**src/rtl/timer_pkg.sv**
```systemverilog
package timer_pkg;
  typedef struct packed {
    logic softRst;
    logic startRun;
    logic loadReload;
  } ctlStrobes_t;
endpackage

```
**src/rtl/timer_ctrl.sv**
```systemverilog
module timer_ctrl
  import timer_pkg::*;
#(
  parameter int ADDR_W = 8,
  parameter int DATA_W = 32,
  parameter int RST_BIT = 31,
  parameter int EN_BIT = 0,
  parameter logic [ADDR_W-1:0] CTL_OFS = 8'h00,
  parameter logic [ADDR_W-1:0] RLD_OFS = 8'h04
) (
  input  logic              clk,
  input  logic              rstN,
  input  logic [ADDR_W-1:0] busAddr,
  input  logic              busWe,
  input  logic [DATA_W-1:0] busWdata,
  output ctlStrobes_t       strobes,
  output logic [DATA_W-1:0] ctlReg
);
  logic ctlWrite;

  assign ctlWrite = busWe && (busAddr == CTL_OFS);

  always_comb begin
    strobes.softRst    = ctlWrite && busWdata[RST_BIT];
    strobes.startRun   = ctlWrite && !busWdata[RST_BIT] && busWdata[EN_BIT];
    strobes.loadReload = busWe && (busAddr == RLD_OFS);
  end

  always_ff @(posedge clk or negedge rstN) begin
    if (!rstN)                ctlReg <= '0;
    else if (strobes.softRst) ctlReg <= '0;
    else if (ctlWrite)        ctlReg <= busWdata;
  end


  soft_rst_clears_chk: assert property (@(posedge clk) disable iff (!rstN)
    (busWe && busAddr == CTL_OFS && busWdata[RST_BIT]) |=> (ctlReg == '0));


  ctl_store_chk: assert property (@(posedge clk) disable iff (!rstN)
    (busWe && busAddr == CTL_OFS && !busWdata[RST_BIT]) |=> (ctlReg == $past(busWdata)));
endmodule

```
**src/rtl/timer_datapath.sv**
```systemverilog
module timer_datapath
  import timer_pkg::*;
#(
  parameter int DATA_W = 32,
  parameter int CNT_W = 16
) (
  input  logic              clk,
  input  logic              rstN,
  input  logic              tickEn,
  input  ctlStrobes_t       strobes,
  input  logic [DATA_W-1:0] busWdata,
  output logic [CNT_W-1:0]  reloadReg,
  output logic [CNT_W-1:0]  countReg,
  output logic              running
);
  always_ff @(posedge clk or negedge rstN) begin
    if (!rstN) begin
      reloadReg <= '0;
      countReg  <= '0;
      running   <= 1'b0;
    end else if (strobes.softRst) begin
      reloadReg <= '0;
      countReg  <= '0;
      running   <= 1'b0;
    end else begin
      if (strobes.startRun) running <= 1'b1;
      if (strobes.loadReload) begin
        reloadReg <= busWdata[CNT_W-1:0];
        countReg  <= busWdata[CNT_W-1:0];
      end else if (running && tickEn) begin
        if (countReg == '0) countReg <= reloadReg;
        else                countReg <= countReg - 1'b1;
      end
    end
  end


  load_now_chk: assert property (@(posedge clk) disable iff (!rstN)
    (strobes.loadReload && !strobes.softRst) |=> (countReg == $past(busWdata[CNT_W-1:0])));


  dec_step_chk: assert property (@(posedge clk) disable iff (!rstN)
    (running && tickEn && countReg != '0 && strobes == '0) |=> (countReg == $past(countReg) - 1'b1));


  wrap_chk: assert property (@(posedge clk) disable iff (!rstN)
    (running && tickEn && countReg == '0 && strobes == '0) |=> (countReg == $past(reloadReg)));


  hold_chk: assert property (@(posedge clk) disable iff (!rstN)
    (!tickEn && strobes == '0) |=> $stable(countReg));


  stay_run_chk: assert property (@(posedge clk) disable iff (!rstN)
    (running && !strobes.softRst) |=> running);
endmodule

```
**src/rtl/reload_timer.sv**
```systemverilog
module reload_timer
  import timer_pkg::*;
#(
  parameter int ADDR_W = 8,
  parameter int DATA_W = 32,
  parameter int CNT_W = 16
) (
  input  logic              clk,
  input  logic              rstN,
  input  logic              tickEn,
  input  logic [ADDR_W-1:0] busAddr,
  input  logic              busWe,
  input  logic [DATA_W-1:0] busWdata,
  output logic [DATA_W-1:0] busRdata
);
  localparam logic [ADDR_W-1:0] CTL_OFS = ADDR_W'(8'h00);
  localparam logic [ADDR_W-1:0] RLD_OFS = ADDR_W'(8'h04);
  localparam logic [ADDR_W-1:0] CNT_OFS = ADDR_W'(8'h08);
  localparam int PAD_W = DATA_W - CNT_W;

  ctlStrobes_t       strobes;
  logic [DATA_W-1:0] ctlReg;
  logic [CNT_W-1:0]  reloadReg;
  logic [CNT_W-1:0]  countReg;
  logic              running;

  timer_ctrl #(
    .ADDR_W(ADDR_W), .DATA_W(DATA_W), .RST_BIT(DATA_W-1), .EN_BIT(0),
    .CTL_OFS(CTL_OFS), .RLD_OFS(RLD_OFS)
  ) uCtrl (
    .clk(clk), .rstN(rstN), .busAddr(busAddr), .busWe(busWe),
    .busWdata(busWdata), .strobes(strobes), .ctlReg(ctlReg)
  );

  timer_datapath #(.DATA_W(DATA_W), .CNT_W(CNT_W)) uPath (
    .clk(clk), .rstN(rstN), .tickEn(tickEn), .strobes(strobes),
    .busWdata(busWdata), .reloadReg(reloadReg), .countReg(countReg),
    .running(running)
  );

  always_comb begin
    unique case (busAddr)
      CTL_OFS: busRdata = ctlReg;
      RLD_OFS: busRdata = {{PAD_W{1'b0}}, reloadReg};
      CNT_OFS: busRdata = {{PAD_W{1'b0}}, countReg};
      default: busRdata = '0;
    endcase
  end


  cnt_write_ignored_chk: assert property (@(posedge clk) disable iff (!rstN)
    (busWe && busAddr == CNT_OFS && !tickEn) |=> ($stable(countReg) && $stable(reloadReg) && $stable(ctlReg)));


  unmapped_read_chk: assert property (@(posedge clk) disable iff (!rstN)
    (busAddr != CTL_OFS && busAddr != RLD_OFS && busAddr != CNT_OFS) |-> (busRdata == '0));
endmodule

```
**config.mk**
```make
export PLATFORM = sky130hd
export DESIGN_NAME = reload_timer
export DESIGN_NICKNAME = d
export VERILOG_FILES = /design/src/rtl/timer_pkg.sv /design/src/rtl/timer_ctrl.sv /design/src/rtl/timer_datapath.sv /design/src/rtl/reload_timer.sv
export SDC_FILE = /design/constraint.sdc
export NUM_CORES = 1
export LEC_CHECK = 0
export ABC_CLOCK_PERIOD_IN_PS = 2100
export BUFFER_PORTS_ARGS = -buffer_cell sky130_fd_sc_hd__buf_2
export CAP_MARGIN = 10
export CORE_MARGIN = 2
export CORE_UTILIZATION = 56
export CTS_BUF_LIST = sky130_fd_sc_hd__clkbuf_16
export DETAILED_ROUTE_END_ITERATION = 16
export PLACE_DENSITY_LB_ADDON = 0.12
export SETUP_SLACK_MARGIN = 0.1
export SYNTH_ARGS = -nofsm -noshare
export SYNTH_HDL_FRONTEND = slang
export SYNTH_HIERARCHICAL = 1
export SYNTH_SLANG_ARGS = --single-unit
```
**constraint.sdc**
```tcl
create_clock -name clk -period 2.1 [get_ports clk]
set_input_delay 0.21 -clock clk [delete_from_list [all_inputs] [get_ports clk]]
set_output_delay 0.21 -clock clk [all_outputs]
set_load 0.1 [all_outputs]
```
==> qor.yml <==
outcome:
  outcome: "completed"
placed_design:
  globalplace.congestion: 0.898
  dp_hpwl_um: 7530
  port_buffers: 75
  post-place-ws_ns: -0.0507
  place_area_sq_um: 5190
detailed_routing:
  num_vias: 3455
  ant_nets: 0
  drc: 0
  wl_um: 10500
  drt_pre_antenna_iters: 5
  post_drt_wl_per_cell_um: 17.4
  drt-vias-per-instance: 5.71
  drtIter0Drc: 242
sta:
  drv_slew: 0
  period_minus_slack_ns: 1.91
  fin_crit_sh: 0.910
  slew_headroom: 0.756
  max_freq_mhz: 523
  layout_setup_ws_ns: 0.190
  setup_viol: 0
  rsz0062_at_grt: "false"
  tightest_slew_ns: 0.363
  skew_ns: 0.00525
  hold_viol_final: 0
yosys:
  synth_top_area_frac: 0.412
  ys.flop_type: "dfrtp_1"
  yosys.area.top_type: "dfrtp_1"
  yosysUniqueCellTypes: 55
  synth.area.top_cells: "dfrtp_1, mux2i_1, mux2_2"
  async_reset_ff_frac: 1.00
  synth.avg_cell_area_sq_um: 10.0
  seq_area_frac_synth: 0.412
  synth_nets: 441
  ys_ff_latch: 65
  syn_area_sq_um: 3950
  synth_edf_count: 0
  netlist_instances: 395
  yosysWarningCount: 6
final_layout:
  design_area_sq_um: 5510
  drive_above_1_share: 0.367
  fin_nets: 550
  fillCellCount: 425
  fin_util: 0.812
  num_antenna_cells: 0
  areaGrowthSynthToFinish_pct: 39.6
worst_setup_path:
  crit_path_max_incr_delay_ns: 0.38
  end_kind: "register"
  required_ns: 2.31
  worstPathMaxFanout: 6
  path_cells: "inv_2, ha_1, nor4b_4, and4_4, nor4_1, a211o_1, a32o_1"
  path_delay_family: "simple AND/OR/NAND/NOR gates"
  critPathSlowestCell: "dfrtp_1"
  cp.arrival_ns: 2.12
  crit_path_start_kind: "register"
  path_buf_inv: 1
  critPathKind: "register to register"
floorplanning:
  io_pins: 76
  core_area_sq_um: 6790
  die_width_um: 88.0
  initial_core_util: 0.581
  die-area_sq_um: 7740
  std_cell_rows: 30
  die_h_um: 88.0
global_route:
  first_global_vias: 3725
  grt_pass1_wl_um: 17600
  antenna_found_initial: 0
  grt_max_degree: 66
  grt.total_usage: 0.299
  grt_overflow: 0
clock_tree:
  clock_tree.buffer_depth: 2
  cts-htree-levels: 3
  clockRootBuffer: "clkbuf_16"
  clk_pin_slew_worst_paths_ns: 0.05
  clock_sinks: 65
  cts_tree: "done"
  cts_buffers: 9
  cts_setup_buffers: 0
  insertion_delay_ns: 0.32
job:
  maxCapViolCount: 0
min_path:
  hold_class: "input port to register"
power:
  ir_worst_vdd_mv: 0.554
  leakagePower_nw: 2.49
  p_per_area_nw_per_um2: 719
Yosys cell counts (all sizes together) (8+ instances only):
cell and instances:
nor2 30, nor3 13, nand2 24, a21oi 22, dfrtp 65, nor2b 33
o21ai 13, mux2i 35, a211oi 8, clkbuf 9, mux2 31, buf 14
and2 20, or2 18
layout by cell type (no fill, tap or decap), types with 7 or more instances in the layout:
cell type,netlist,final
nor2_1,30,29
mux2i_1,35,35
nor2b_1,33,33
and2_1,20,19
a21oi_1,22,22
dfrtp_1,65,65
buf_12,0,35
buf_4,2,40
nand2_1,24,24
clkbuf_16,0,9
o21ai_1,6,7
inv_1,5,7
nor3_1,11,9
buf_2,3,43
a211oi_1,8,7
mux2_2,29,29
or2_2,8,8
or2_1,10,10
state kept, by name (all words and copies together) (netlist names):
register	flops
uCtrl/ctlReg	32
uPath/running	1
uPath/reloadReg	16
uPath/countReg	16
kinds of logic after synthesis:
kind of cell	share of synthesized area
AND/OR/NAND/NOR	0.237
XOR/XNOR	0.00665
buffers and inverters	0.0450
adder cells (fa/ha/maj)	0.00633
flip-flops	0.412
AO/OA/AOI/OAI	0.116
multiplexers	0.177
worst min-delay path, delay by kind of cell:
kind          cells  cell delay (ns)
mux               1             0.06
simple gates      1             0.08
buf+inv           1             0.10
final timing paths:
| path | slack, ns | startpoint | end | cells after the start |
|---|---|---|---|---|
| setup / recovery | 0.19 | uPath/countReg[0] | uPath/countReg[8] | 7 |
| hold / removal | 0.17 | busWdata[8] | uPath/reloadReg[8] | 3 |
| setup reg to reg | 0.19 | uPath/countReg[0] | uPath/countReg[8] | 7 |
| hold reg to reg | 0.49 | uCtrl/ctlReg[19] | uCtrl/ctlReg[19] | 1 |
| max in group asynchronous | 1.36 | rstN | uPath/reloadReg[14] | 3 |
| min in group asynchronous | 0.42 | rstN | uCtrl/ctlReg[4] | 3 |
per-stage QoR:
stage	hold slack, ns	std cells	total power, mW	TNS (ns)
2_1_floorplan	-0.0856	395	2.13	-5.80
3_3_place_gp	0.256	588	2.48	-0.0868
3_5_place_dp	0.257	588	2.51	-0.851
4_1_cts	0.164	605	3.94	0
5_1_grt	0.169	605	4.18	0
6_report	0.169	605	3.97	0
layer usage:
| layer | global-route usage | vias up | share of wire |
|---|---|---|---|
| met4 | 0.0937 | 0 | 0.011 |
| met2 | 0.513 | 113 | 0.53 |
| li1 | - | 1619 | - |
| met1 | 0.368 | 1713 | 0.41 |
| met3 | 0.0773 | 10 | 0.058 |
| met5 | 0 | - | 0 |
cell type report:
cell class / instances / area, sq um / share of cell area
multi-input cells: 301 / 2210 / 0.401
flip-flops and latches: 65 / 1630 / 0.295
repair buffers: 121 / 1250 / 0.227
clock buffers: 9 / 225 / 0.0408
well taps: 96 / 120 / 0.0218
clock inverters: 7 / 55.1 / 0.00998
inverters: 6 / 22.5 / 0.00408
report_power, final:
group          internal [mW]  total [mW]  leakage [nW]  switching [mW]
sequential              1.34        1.44         0.894          0.0926
clock                  0.897        1.41         0.150           0.517
combinational          0.521        1.12          1.44           0.596
what timing repair did:
| action | 4_1_cts | 5_1_grt |
|---|---|---|
| endpoints found under the setup margin | 5 | 4 |
| hold buffers | 1 | 0 |
| pin swaps | 0 | 1 |
| gates resized for setup | 3 | 5 |
| endpoints found under the hold margin | 65 | 0 |
(Power assumes the default switching activity.)
